<file path="config.mk">
export PLATFORM = sky130hd
export DESIGN_NAME = pport_block_xfer
export DESIGN_NICKNAME = d
export VERILOG_FILES = /design/src/rtl/pport_block_xfer.sv
export SDC_FILE = /design/constraint.sdc
export NUM_CORES = 1
export LEC_CHECK = 0
export ABC_AREA = 1
export CORE_ASPECT_RATIO = 2
export CORE_MARGIN = 10
export CORE_UTILIZATION = 35
export CTS_CLUSTER_DIAMETER = 50
export DETAILED_ROUTE_END_ITERATION = 16
export PLACE_DENSITY = 0.63
export SLEW_MARGIN = 10
export SYNTH_ARGS = -nofsm -noshare
export SYNTH_HDL_FRONTEND = slang
export SYNTH_SLANG_ARGS = --single-unit
export TNS_END_PERCENT = 100
</file>
<file path="constraint.sdc">
create_clock -name clk -period 3.8 [get_ports clk]
set_input_delay 0.38 -clock clk [delete_from_list [all_inputs] [get_ports clk]]
set_output_delay 0.38 -clock clk [all_outputs]
set_load 0.005 [all_outputs]
</file>
<file path="src/rtl/pport_block_xfer.sv">
module pport_block_xfer #(
  parameter int CNT_W = 12
) (
  input  logic             clk,
  input  logic             rst_n,
  input  logic             start,
  input  logic [1:0]       mode,
  input  logic             dir,
  input  logic [CNT_W-1:0] count,
  output logic             busy,
  output logic             done,
  output logic [7:0]       bus_dout,
  input  logic [7:0]       bus_din,
  output logic [7:0]       ctl_out,
  input  logic [7:0]       ctl_in,
  input  logic [7:0]       stat_in,
  output logic [7:0]       rd_data,
  output logic             rd_valid,
  input  logic             rd_ready,
  input  logic [7:0]       wr_data,
  input  logic             wr_valid,
  output logic             wr_ready
);

  localparam logic [1:0] M_NIB = 2'd0;
  localparam logic [1:0] M_53  = 2'd1;
  localparam logic [CNT_W-1:0] ONE = CNT_W'(1);

  typedef enum logic [3:0] {
    S_IDLE, S_SETUP, S_RCTL, S_RA, S_RB, S_ROUT, S_WBYTE, S_WCTL, S_TRAIL, S_FIN
  } state_t;

  state_t           st;
  logic [1:0]       mode_q;
  logic             dir_q;
  logic [CNT_W-1:0] cnt;
  logic [2:0]       idx;
  logic             ph;
  logic [3:0]       nib_a;
  logic             drv_ok;
  logic [9:0]       sstep;
  logic [8:0]       tstep;
  logic [7:0]       ph8;

  wire unused_bits = ^{ctl_in[7:4], ctl_in[0], stat_in[2:0]};

  // {last, is_ctl, value}
  function automatic logic [9:0] setup_step(input logic [1:0] m, input logic wr, input logic [2:0] i);
    logic [9:0] s;
    s = 10'h000;
    if (wr) begin
      case (i)
        3'd0:    s = {2'b00, 8'hA1};
        3'd1:    s = {2'b01, 8'h01};
        3'd2:    s = {2'b01, 8'h03};
        3'd3:    s = {2'b01, 8'h01};
        default: s = {2'b11, 8'h05};
      endcase
    end else if (m == M_NIB) begin
      case (i)
        3'd0:    s = {2'b00, 8'h81};
        3'd1:    s = {2'b01, 8'h01};
        3'd2:    s = {2'b01, 8'h03};
        default: s = {2'b10, 8'hC1};
      endcase
    end else if (m == M_53) begin
      case (i)
        3'd0:    s = {2'b00, 8'h91};
        3'd1:    s = {2'b01, 8'h01};
        3'd2:    s = {2'b00, 8'h10};
        3'd3:    s = {2'b01, 8'h03};
        3'd4:    s = {2'b00, 8'h51};
        3'd5:    s = {2'b01, 8'h05};
        default: s = {2'b10, 8'hD1};
      endcase
    end else begin
      case (i)
        3'd0:    s = {2'b00, 8'h89};
        3'd1:    s = {2'b01, 8'h01};
        3'd2:    s = {2'b01, 8'h23};
        default: s = {2'b11, 8'h21};
      endcase
    end
    return s;
  endfunction

  // {is_ctl, value}
  function automatic logic [8:0] trail_step(input logic [1:0] m, input logic wr, input logic i);
    logic [8:0] s;
    if (i)          s = {1'b1, 8'h04};
    else if (wr)    s = {1'b1, 8'h07};
    else if (m[1])  s = {1'b1, 8'h06};
    else            s = {1'b0, 8'h00};
    return s;
  endfunction

  assign sstep    = setup_step(mode_q, dir_q, idx);
  assign tstep    = trail_step(mode_q, dir_q, idx[0]);
  assign ph8      = {7'd0, ph};
  assign busy     = (st != S_IDLE);
  assign done     = (st == S_FIN);
  assign rd_valid = (st == S_ROUT);
  assign wr_ready = (st == S_WBYTE);

  always_ff @(posedge clk) begin
    if (!rst_n) begin
      st       <= S_IDLE;
      mode_q   <= 2'd0;
      dir_q    <= 1'b0;
      cnt      <= '0;
      idx      <= 3'd0;
      ph       <= 1'b0;
      nib_a    <= 4'd0;
      drv_ok   <= 1'b0;
      bus_dout <= 8'h00;
      ctl_out  <= 8'h04;
      rd_data  <= 8'h00;
    end else begin
      case (st)
        S_IDLE: if (start) begin
          mode_q <= mode;
          dir_q  <= dir;
          cnt    <= count;
          idx    <= 3'd0;
          ph     <= ~dir;
          drv_ok <= 1'b0;
          st     <= S_SETUP;
        end
        S_SETUP: begin
          if (sstep[8]) ctl_out  <= sstep[7:0];
          else          bus_dout <= sstep[7:0];
          if (sstep[9]) begin
            idx <= 3'd0;
            if (cnt == '0)  st <= S_TRAIL;
            else if (dir_q) st <= S_WBYTE;
            else            st <= S_RCTL;
          end else begin
            idx <= idx + 3'd1;
          end
        end
        S_RCTL: begin
          if (mode_q == M_NIB)     ctl_out <= 8'h02 | ph8;
          else if (mode_q == M_53) ctl_out <= 8'h04 | ph8;
          else                     ctl_out <= 8'h24 | ph8;
          st <= S_RA;
        end
        S_RA: begin
          if (mode_q == M_NIB) begin
            nib_a   <= stat_in[7:4];
            ctl_out <= 8'h04 | ph8;
            st      <= S_RB;
          end else begin
            rd_data <= (mode_q == M_53) ? {ctl_in[3:1], stat_in[7:3]} : bus_din;
            st      <= S_ROUT;
          end
        end
        S_RB: begin
          rd_data <= {stat_in[7:4], nib_a};
          st      <= S_ROUT;
        end
        S_ROUT: if (rd_ready) begin
          ph  <= ~ph;
          cnt <= cnt - ONE;
          st  <= (cnt == ONE) ? S_TRAIL : S_RCTL;
        end
        S_WBYTE: if (wr_valid) begin
          if (!drv_ok || wr_data != bus_dout) begin
            bus_dout <= wr_data;
            drv_ok   <= 1'b1;
            st       <= S_WCTL;
          end else begin
            ctl_out <= 8'h04 | ph8;
            ph      <= ~ph;
            cnt     <= cnt - ONE;
            st      <= (cnt == ONE) ? S_TRAIL : S_WBYTE;
          end
        end
        S_WCTL: begin
          ctl_out <= 8'h04 | ph8;
          ph      <= ~ph;
          cnt     <= cnt - ONE;
          st      <= (cnt == ONE) ? S_TRAIL : S_WBYTE;
        end
        S_TRAIL: begin
          if (tstep[8]) ctl_out  <= tstep[7:0];
          else          bus_dout <= tstep[7:0];
          if (idx[0]) begin
            idx <= 3'd0;
            st  <= S_FIN;
          end else begin
            idx <= 3'd1;
          end
        end
        S_FIN:   st <= S_IDLE;
        default: st <= S_IDLE;
      endcase
    end
  end

endmodule

</file>
=== Word-level counts from Yosys, hierarchy flattened ===
Cells that the tools add are included.

* Flip-flop bits (word level): 52
* Input port bits: 52
* Output and inout port bits: 28
* Logic and storage cells: 124

* $add $sub $neg: 2
* Eq/ne operators: 30
* Muxes and demuxes: 56
* Bitwise logic cells: 2
* Reduce and logical (&&, ||, !) cells: 23

{| class="wikitable"
|+ Operators by type and width
! cell !! number
|-
| one-hot mux 10 bit (3 select lines) || 3
|-
| 2-to-1 mux 8 bit || 11
|-
| one-hot mux 10 bit (6 select lines) || 1
|-
| 2-to-1 mux 12 bit || 4
|-
| one-hot mux 12 bit (4 select lines) || 1
|-
| one-hot mux 8 bit (6 select lines) || 1
|-
| 2-to-1 mux 4 bit || 9
|-
| one-hot mux 4 bit (9 select lines) || 1
|-
| 2-to-1 mux 10 bit || 3
|-
| 2-to-1 mux 9 bit || 3
|-
| one-hot mux 8 bit (3 select lines) || 1
|-
| != test 2 bit (second input constant) || 11
|-
| equality test 4 x 3 -> 1 bit (second input constant) || 4
|-
| one-hot mux 8 bit (2 select lines) || 1
|-
| AND reduction 5 bit || 3
|-
| equality test 12 x 1 -> 1 bit (second input constant) || 1
|-
| zero test 12 bit || 1
|-
| 2-to-1 mux 6 bit || 2
|-
| subtractor 12 x 1 -> 12 bit (second input constant) || 1
|-
| 2-to-1 mux 1 bit || 9
|-
| 2-to-1 mux 3 bit || 3
|-
| one-hot mux 3 bit (3 select lines) || 1
|-
| equality test 4 x 2 -> 1 bit (second input constant) || 2
|-
| equality test 4 bit (second input constant) || 2
|-
| other kinds (24) || 34
|}

=== Depth between registers and ports, before layout ===
Gate-level depths: netlist (run 1).

* Word-level depth: 7
* Gate-level depth with buffers: 16
* Depth with buffers taken out: 15

=== Worst setup path after synthesis (run 1) ===
No wires, ideal clock.

* Path kind: register to register
* From: register idx[0]
* To: register bus_dout[2]
* Library setup time: 0.113 ns
* Arrival time: 1.718 ns
* Required time: 3.687 ns
* Setup slack: 1.969 ns
* Cell stages (with the launch flop): 14
* Buffers on the path: 1
* Period minus slack after synthesis: 1.831 ns
* Cells stage by stage: dfxtp_1 inv_1 ha_1 nor2_1 nand3_1 nand2_1 nand2_1 nand2_1 a21oi_2 nor2_4 buf_6 nand2_1 nand2_1 nor2_1

* Cells in the longest elaborated chain, start to end: 7
* Elaborated cells between the ends (all ways): 21
* Classes of those cells: eq/ne (7); mux (11); reduce/logical (3)

{| class="wikitable"
|+ Ends and longest elaborated chain
! element !! RTL line !! text
|-
| start, declared || 37 || <nowiki>logic [2:0] idx;</nowiki>
|-
| start signal, assigned || 138 || <nowiki>idx <= idx + 3'd1;</nowiki>
|-
| equality test 3 bit, or another cell as far along || 67 || <nowiki>case (i)</nowiki>
|-
| one-hot mux 10 bit (6 select lines) or one-hot mux 10 bit (3 select lines) (tied branches) || 67, 77 ||
|-
| 2-to-1 mux 10 bit || 66 || <nowiki>end else if (m == M_53) begin</nowiki>
|-
| 2-to-1 mux 10 bit || 59 || <nowiki>end else if (m == M_NIB) begin</nowiki>
|-
| 2-to-1 mux 10 bit || 51 || <nowiki>if (wr) begin</nowiki>
|-
| != test 2 bit (no line) or 2-to-1 mux 8 bit (tied branches) || n/a ||
|-
| AND reduction 5 bit (no line) or one-hot mux 8 bit (3 select lines) (tied branches) || n/a ||
|-
| end signal, assigned || 131 || <nowiki>else bus_dout <= sstep[7:0];</nowiki>
|-
| end signal, assigned || 168 || <nowiki>bus_dout <= wr_data;</nowiki>
|-
| end signal, assigned || 186 || <nowiki>else bus_dout <= tstep[7:0];</nowiki>
|-
| end, declared || 12 || <nowiki>output logic [7:0] bus_dout,</nowiki>
|}

Several ways; a longest one is shown, not always the timed one. The select of a mux whose other input is x is not followed.
A chain may end at the register's enable or synchronous reset.

=== Worst setup path in the final report (run 1) ===
* From: register st[0]
* To: output port busy

* Cells in the longest elaborated chain, start to end: 1

{| class="wikitable"
|+ Ends and longest elaborated chain
! element !! RTL line !! text
|-
| start, declared || 33 || <nowiki>state_t st;</nowiki>
|-
| start signal, assigned || 164 || <nowiki>st <= (cnt == ONE) ? S_TRAIL : S_RCTL;</nowiki>
|-
| start signal, assigned || 175 || <nowiki>st <= (cnt == ONE) ? S_TRAIL : S_WBYTE;</nowiki>
|-
| start signal, assigned || 182 || <nowiki>st <= (cnt == ONE) ? S_TRAIL : S_WBYTE;</nowiki>
|-
| nonzero test 4 bit || 100 || <nowiki>assign busy = (st != S_IDLE);</nowiki>
|-
| end, declared || 10 || <nowiki>output logic busy,</nowiki>
|}

Every way passes these cells.

==> run metrics, run 1 <==
first-pass GRT wire length 18.1 mm; CTS tree done; Sink Count 52; critical path's slowest cell dfxtp_1; Min Clock Period, post-route 2.45 ns; share of cells above drive strength 1 0.0698; slew margin rel. 0.431; CTS Buf Count 5; Die X 90.4 um; Lkg Pwr 1.93 nW; setup ws final 1.35 ns; gr ovfl total 0; switching share of total power 0.463; Remaining DRCs 0; Min-Delay Path Depth 2; pre-CTS WS 1.48 ns; DRT iter0 DRCs 171; Vias per Instance 4.92; Metal-1 WL 4.20 mm; crit path buf inv count 3; CTS Buffer Depth 2; Die Y-Extent 161 um; Post-Syn Area per Cell 6.16 um2; Post-synth EDFFs 0; flops & latches, synth 52; Total GRT Usage 0.150; post-synth net total 623; DP HPWL 8.82 mm; CP Cell Sequence inv_1, nand2_1, nor2_1, inv_1, clkdlybuf4s50_1; WL per Instance 14.5 um; Clock power frac 0.175; reg-to-reg slack, setup 1.53 ns; cts hold-fix bufs 0; endpoints failing setup 0; CTS HTree Levels 2; initial antenna violation count 0; Yosys top cell by area dfxtp_1; design internal power 1.67 mW; Post-synth top flop dfxtp_1; Yosys top cell area share 0.300; routed wl met3 247 um; most used cell, CP inv_1; cells after synthesis 563; Placed Instances 754; reg2reg end bus_dout[0]; CP arrival 2.07 ns; DRT Wirelength 11.1 mm; Filler Cell Count 1070; Final Cycle Share 0.644; fin nets 689; Worst path depth 5; routed vias 3750; peak supply drop 0.000278 V; largest net degree at the start of global routing 30; worst slew pin tran 0.853 ns; Slew Viols, Final 0; status complete, no violations; cell family with most CP delay buffers and inverters; crit path launch st[0]; setup TNS 0 ns; final hold violation count 0; cts repair resizes 0; RSZ-0062 raised after global routing no; crit path to busy; clk_skew 0.00846 ns; Root Buffer Master clkbuf_16; Setup CP Type reg -> out; Critical Path Sink Type primary output; Cell Pwr Density 699 nW/um2; sequential power share 0.285; Finished Layout Cells 762; synth top area cells dfxtp_1 (30%), nand2_1 (16%), nor2_1 (9.5%), a21oi_1 (6.9%), inv_1 (6.2%); Seq/Total Area, Yosys 0.300; port bufs 71; DRT Pass-1 Iters 4; Synth Cell Area 3470 um2; worst-path fanout max 8; reg2reg path depth 11; die area 14500 um2; Top Layer Used met4; CP peak stage delay 0.62 ns; Worst Setup Start Kind flip-flop; vias in the first global route 3796; met2 routed wirelength 6.35 mm; max-cap violations 0; top-count cell post-synth nand2_1; I/O Pins 80; routability-driven placement congestion ratio 0.869; RR Startpoint idx[0]; worst min-delay path class reg -> reg; Detail Route Antenna Nets 0; FMAX 409 MHz; net switching power 1.44 mW; core region area 9700 um2; combinational power share 0.540; Post-synth top cells nand2_1 (152), nor2_1 (88), inv_1 (57); Worst Path Required 3.42 ns; clk_lat worst skew 0.30 ns; # Post-CTS Setup Buffers 0; Clk pin slew, worst setup/hold paths 0.07 ns; Initial Util 0.358; Yosys cell types 40; Area Growth Syn to Fin 28.2%; n_diodes 0; YS warnings 0; FFs w/ async S/R, synth 0; row count 51
## metal layers
metal  track usage  vias up
met4        0.0648        0
met2         0.302       70
met3        0.0191       15
li1              -     1945
met5             0        -
met1         0.144     1720
## power by group through the flow
| stage | logic, mW | registers [mW] | clock network (mW) |
|---|---|---|---|
| global placement | 1.65 | 0.895 | 0 |
| detailed placement | 1.68 | 0.898 | 0 |
| CTS | 1.69 | 0.886 | 0.555 |
| global route | 1.90 | 0.912 | 0.571 |
| floorplan | 1.20 | 0.851 | 0 |
| finish | 1.68 | 0.886 | 0.545 |
## metrics by stage
step | total power [mW] | util | cell area, um2 | hold WS [ns]
finish | 3.11 | 0.459 | 4450 | 0.465
global route | 3.38 | 0.459 | 4450 | 0.488
CTS | 3.13 | 0.459 | 4450 | 0.468
detailed placement | 2.58 | 0.441 | 4280 | 0.457
global placement | 2.55 | 0.441 | 4280 | 0.450
floorplan | 2.06 | - | 3470 | 0.438
## kinds of logic (layout without fill, tap and decap cells)
kind of cell / Yosys count / count (layout) / share of synthesized area
and+or+nand+nor: 309 / 309 / 0.393
adders and majority gates: 8 / 8 / 0.0289
DFF: 52 / 52 / 0.300
AOI/OAI and AO/OA: 105 / 105 / 0.164
buffers and inverters: 82 / 149 / 0.0963
muxes: 1 / 1 / 0.00289
xor gates and xnor gates: 6 / 6 / 0.0151
## worst min path at each step
stage	slack (ns)	to	start
after floorplan	0.44	nib_a[1]	nib_a[1]
after CTS	0.47	ctl_out[6]	ctl_out[6]
after detailed placement	0.46	ctl_out[6]	ctl_out[6]
after global routing	0.49	drv_ok	drv_ok
final	0.46	ctl_out[6]	ctl_out[6]
after global placement	0.45	nib_a[2]	nib_a[2]
## final cells by class
cell class	count	area [um2]	area share
multi-input cells	429	2090	0.471
flip-flops and latches	52	1040	0.234
repair buffers	72	718	0.161
inverters	69	259	0.0582
well taps	132	165	0.0371
clock buffers	5	125	0.0281
clock inverters	3	46.3	0.0104
## worst min-delay path: cells and delay by family, from the launching register on
kind | cells | cell delay, ns
DFF | 1 | 0.31
AOI/OAI and AO/OA | 1 | 0.05
and+or+nand+nor | 1 | 0.06
## state kept, by name (all words and copies together) (netlist names)
name      flops
bus_dout      8
cnt          12
mode_q        2
nib_a         4
drv_ok        1
ctl_out       8
rd_data       8
dir_q         1
st            4
idx           3
ph            1
## cells in the final DEF, fill, tap and decap left out, types with 2 or more instances in the layout
master,n
a211oi_1,4
a21oi_1,48
a21oi_2,2
clkbuf_16,5
clkdlybuf4s50_1,71
dfxtp_1,52
ha_1,8
inv_1,57
inv_2,12
nand2_1,152
nand2_2,2
nand2_4,3
nand3_1,33
nand3_2,3
nand4_1,9
nor2_1,88
nor2_2,4
nor2_4,6
nor3_1,4
o21ai_0,38
o21ai_1,3
o22ai_1,3
xnor2_1,2
xor2_1,4
No activity file was read; power rests on OpenSTA's default activity.
==> run 2: changes to the inputs <==
==> constraint.sdc (replaced) <==
create_clock -name clk -period 2.6 [get_ports clk]
set_input_delay 0.26 -clock clk [delete_from_list [all_inputs] [get_ports clk]]
set_output_delay 0.26 -clock clk [all_outputs]
set_load 0.005 [all_outputs]
==> run 2 against run 1 <==
  * Sequential power up 47%
  * Critical path type unchanged
  * Highest routed layer unchanged
  * Register-to-register slack worse by 1.2 ns
  * Setup slack worse by 1.1 ns
  * Largest cell class unchanged
  * Critical endpoint unchanged
==> run metrics, run 2 (synthesis results as in run 1) <==
setup ws final 0.283 ns (was 1.35 ns); Detail Route Antenna Nets 0 (unchanged); Die X 90.4 um (unchanged); port bufs 71 (unchanged); I/O Pins 80 (unchanged); Filler Cell Count 1066 (was 1070); Slew Viols, Final 0 (unchanged); DP HPWL 8.87 mm (was 8.82 mm); Worst Path Required 2.34 ns (was 3.42 ns); max-cap violations 0 (unchanged); most flop-heavy register cnt (unchanged); Final Cycle Share 0.891; DRT iter0 DRCs 177 (was 171); RSZ-0062 raised after global routing no (unchanged); setup TNS 0 ns (unchanged); Root Buffer Master clkbuf_16 (unchanged); Vias per Instance 4.88 (was 4.92); Die Y-Extent 161 um (unchanged); status complete, no violations (unchanged); die area 14500 um2 (unchanged); Sink Count 52 (unchanged); Remaining DRCs 0 (unchanged); reg2reg end bus_dout[0] (unchanged); Setup CP Type reg -> out (unchanged); number of flip-flops in the largest register 12 (unchanged); DRT Wirelength 11.0 mm (was 11.1 mm); first-pass GRT wire length 18.0 mm (was 18.1 mm); most used cell, CP inv_1 (unchanged); CP peak stage delay 0.62 ns (about the same); fin nets 692 (was 689); cts hold-fix bufs 0 (unchanged); WL per Instance 14.4 um (was 14.5 um); Area Growth Syn to Fin 28.3% (was 28.2%); CP arrival 2.06 ns (was 2.07 ns); Initial Util 0.358 (unchanged); critical path's slowest cell dfxtp_1 (unchanged); CTS Buffer Depth 2 (unchanged); core region area 9700 um2 (unchanged); cts repair resizes 0 (unchanged); peak supply drop 0.000567 V (was 0.000278 V); multi-input logic area 2090 um2 (unchanged); n_diodes 0 (unchanged); Min Clock Period, post-route 2.32 ns; clk_lat worst skew 0.30 ns (about the same); RR Startpoint idx[0] (unchanged); row count 51 (unchanged); hold endpoint ctl_out[5] (was ctl_out[6]); CTS Buf Count 5 (unchanged); clk_skew 0.0105 ns (was 0.00846 ns); Critical Path Sink Type primary output (unchanged); pre-CTS WS 0.404 ns (was 1.48 ns); endpoints failing setup 0 (unchanged); routability-driven placement congestion ratio 0.890 (was 0.869); CP Cell Sequence inv_1, nand2_1, nor2_1, inv_1, clkdlybuf4s50_1 (unchanged); DRT Pass-1 Iters 4 (unchanged); min-delay src ctl_out[5] (was ctl_out[6]); slew margin rel. 0.429 (was 0.431); Clk pin slew, worst setup/hold paths 0.07 ns (about the same); Min-Delay Path Depth 2 (unchanged); Seq. cell area 1040 um2 (unchanged); largest net degree at the start of global routing 29 (was 30); share of cells above drive strength 1 0.0727 (was 0.0698); commonest non-fill, non-tap cell in the layout nand2_1 (unchanged); reg2reg path depth 11 (unchanged); CTS tree done (unchanged); Total GRT Usage 0.150 (about the same); worst-path fanout max 8 (unchanged); gr ovfl total 0 (unchanged); Worst Setup Start Kind flip-flop (unchanged); initial antenna violation count 0 (unchanged); FMAX 432 MHz; most frequent cells in the layout nand2_1 (152), nor2_1 (88), clkdlybuf4s50_1 (71) (unchanged); final hold violation count 0 (unchanged); reg-to-reg slack, setup 0.37 ns (was 1.53 ns); Lkg Pwr 1.93 nW (about the same); worst slew pin tran 0.855 ns (was 0.853 ns); CTS HTree Levels 2 (unchanged); worst min-delay path class reg -> reg (unchanged); vias in the first global route 3854 (was 3796); routed vias 3731 (was 3750); # Post-CTS Setup Buffers 0 (unchanged); Cell Pwr Density 1000 nW/um2 (was 699 nW/um2)
==> run 2: through the flow <==
stage                     hold slack, ns  area [um2]  cells  utilization  power (mW)
final                              0.470        4450    765        0.459        4.45
after detailed placement           0.458        4300    757        0.443        3.78
after floorplan                    0.395        3470    563            -        3.01
after CTS                          0.469        4450    765        0.459        4.48
after global placement             0.450        4300    757        0.443        3.74
after global routing               0.489        4450    765        0.459        4.85
==> run 2: final cells by class <==
| type | instances | share of cell area |
|---|---|---|
| Clock buffer | 7 | 0.0320 |
| Clock inverter | 1 | 0.00169 |
| Inverter | 69 | 0.0582 |
| Multi-Input combinational cell | 429 | 0.471 |
| Sequential cell | 52 | 0.234 |
| Tap cell | 132 | 0.0371 |
| Timing Repair Buffer | 75 | 0.166 |
==> run 2: critical path: cells and delay by family, from the launching register on <==
kind	cells	cell delay, ns
buffers and inverters	3	0.85
flip-flops	1	0.62
AND/OR/NAND/NOR	2	0.29
==> run 2: worst max path at each step <==
stage	startpoint	endpoint	slack (ns)
finish	st[0]	busy	0.28
global route	idx[0]	bus_dout[0]	0.18
CTS	st[0]	busy	0.28
detailed placement	idx[0]	bus_dout[0]	0.40
global placement	idx[0]	bus_dout[0]	0.41
floorplan	idx[0]	bus_dout[2]	0.77
==> run 2: layer usage <==
layer  part of all wire  track usage  routed length [um]
met5                  0            0                   0
met4              0.032       0.0684                 352
met3              0.027       0.0210                 293
met2               0.57        0.306                6230
met1               0.37        0.138                4120
==> run 2: report_power, final <==
| part | switching (mW) | internal, mW |
|---|---|---|
| logic | 1.51 | 0.952 |
| registers | 0.250 | 1.04 |
| clock network | 0.303 | 0.384 |
==> run 3: changes to the inputs <==
--- a/config.mk
+++ b/config.mk
@@ -6,6 +6,7 @@
 export NUM_CORES = 1
 export LEC_CHECK = 0
 export ABC_AREA = 1
+export ABC_CLOCK_PERIOD_IN_PS = 2600
 export CORE_ASPECT_RATIO = 2
 export CORE_MARGIN = 10
 export CORE_UTILIZATION = 35
==> results of run 3 <==
The final DEF is identical to that of run 2; final timing and power are the same.
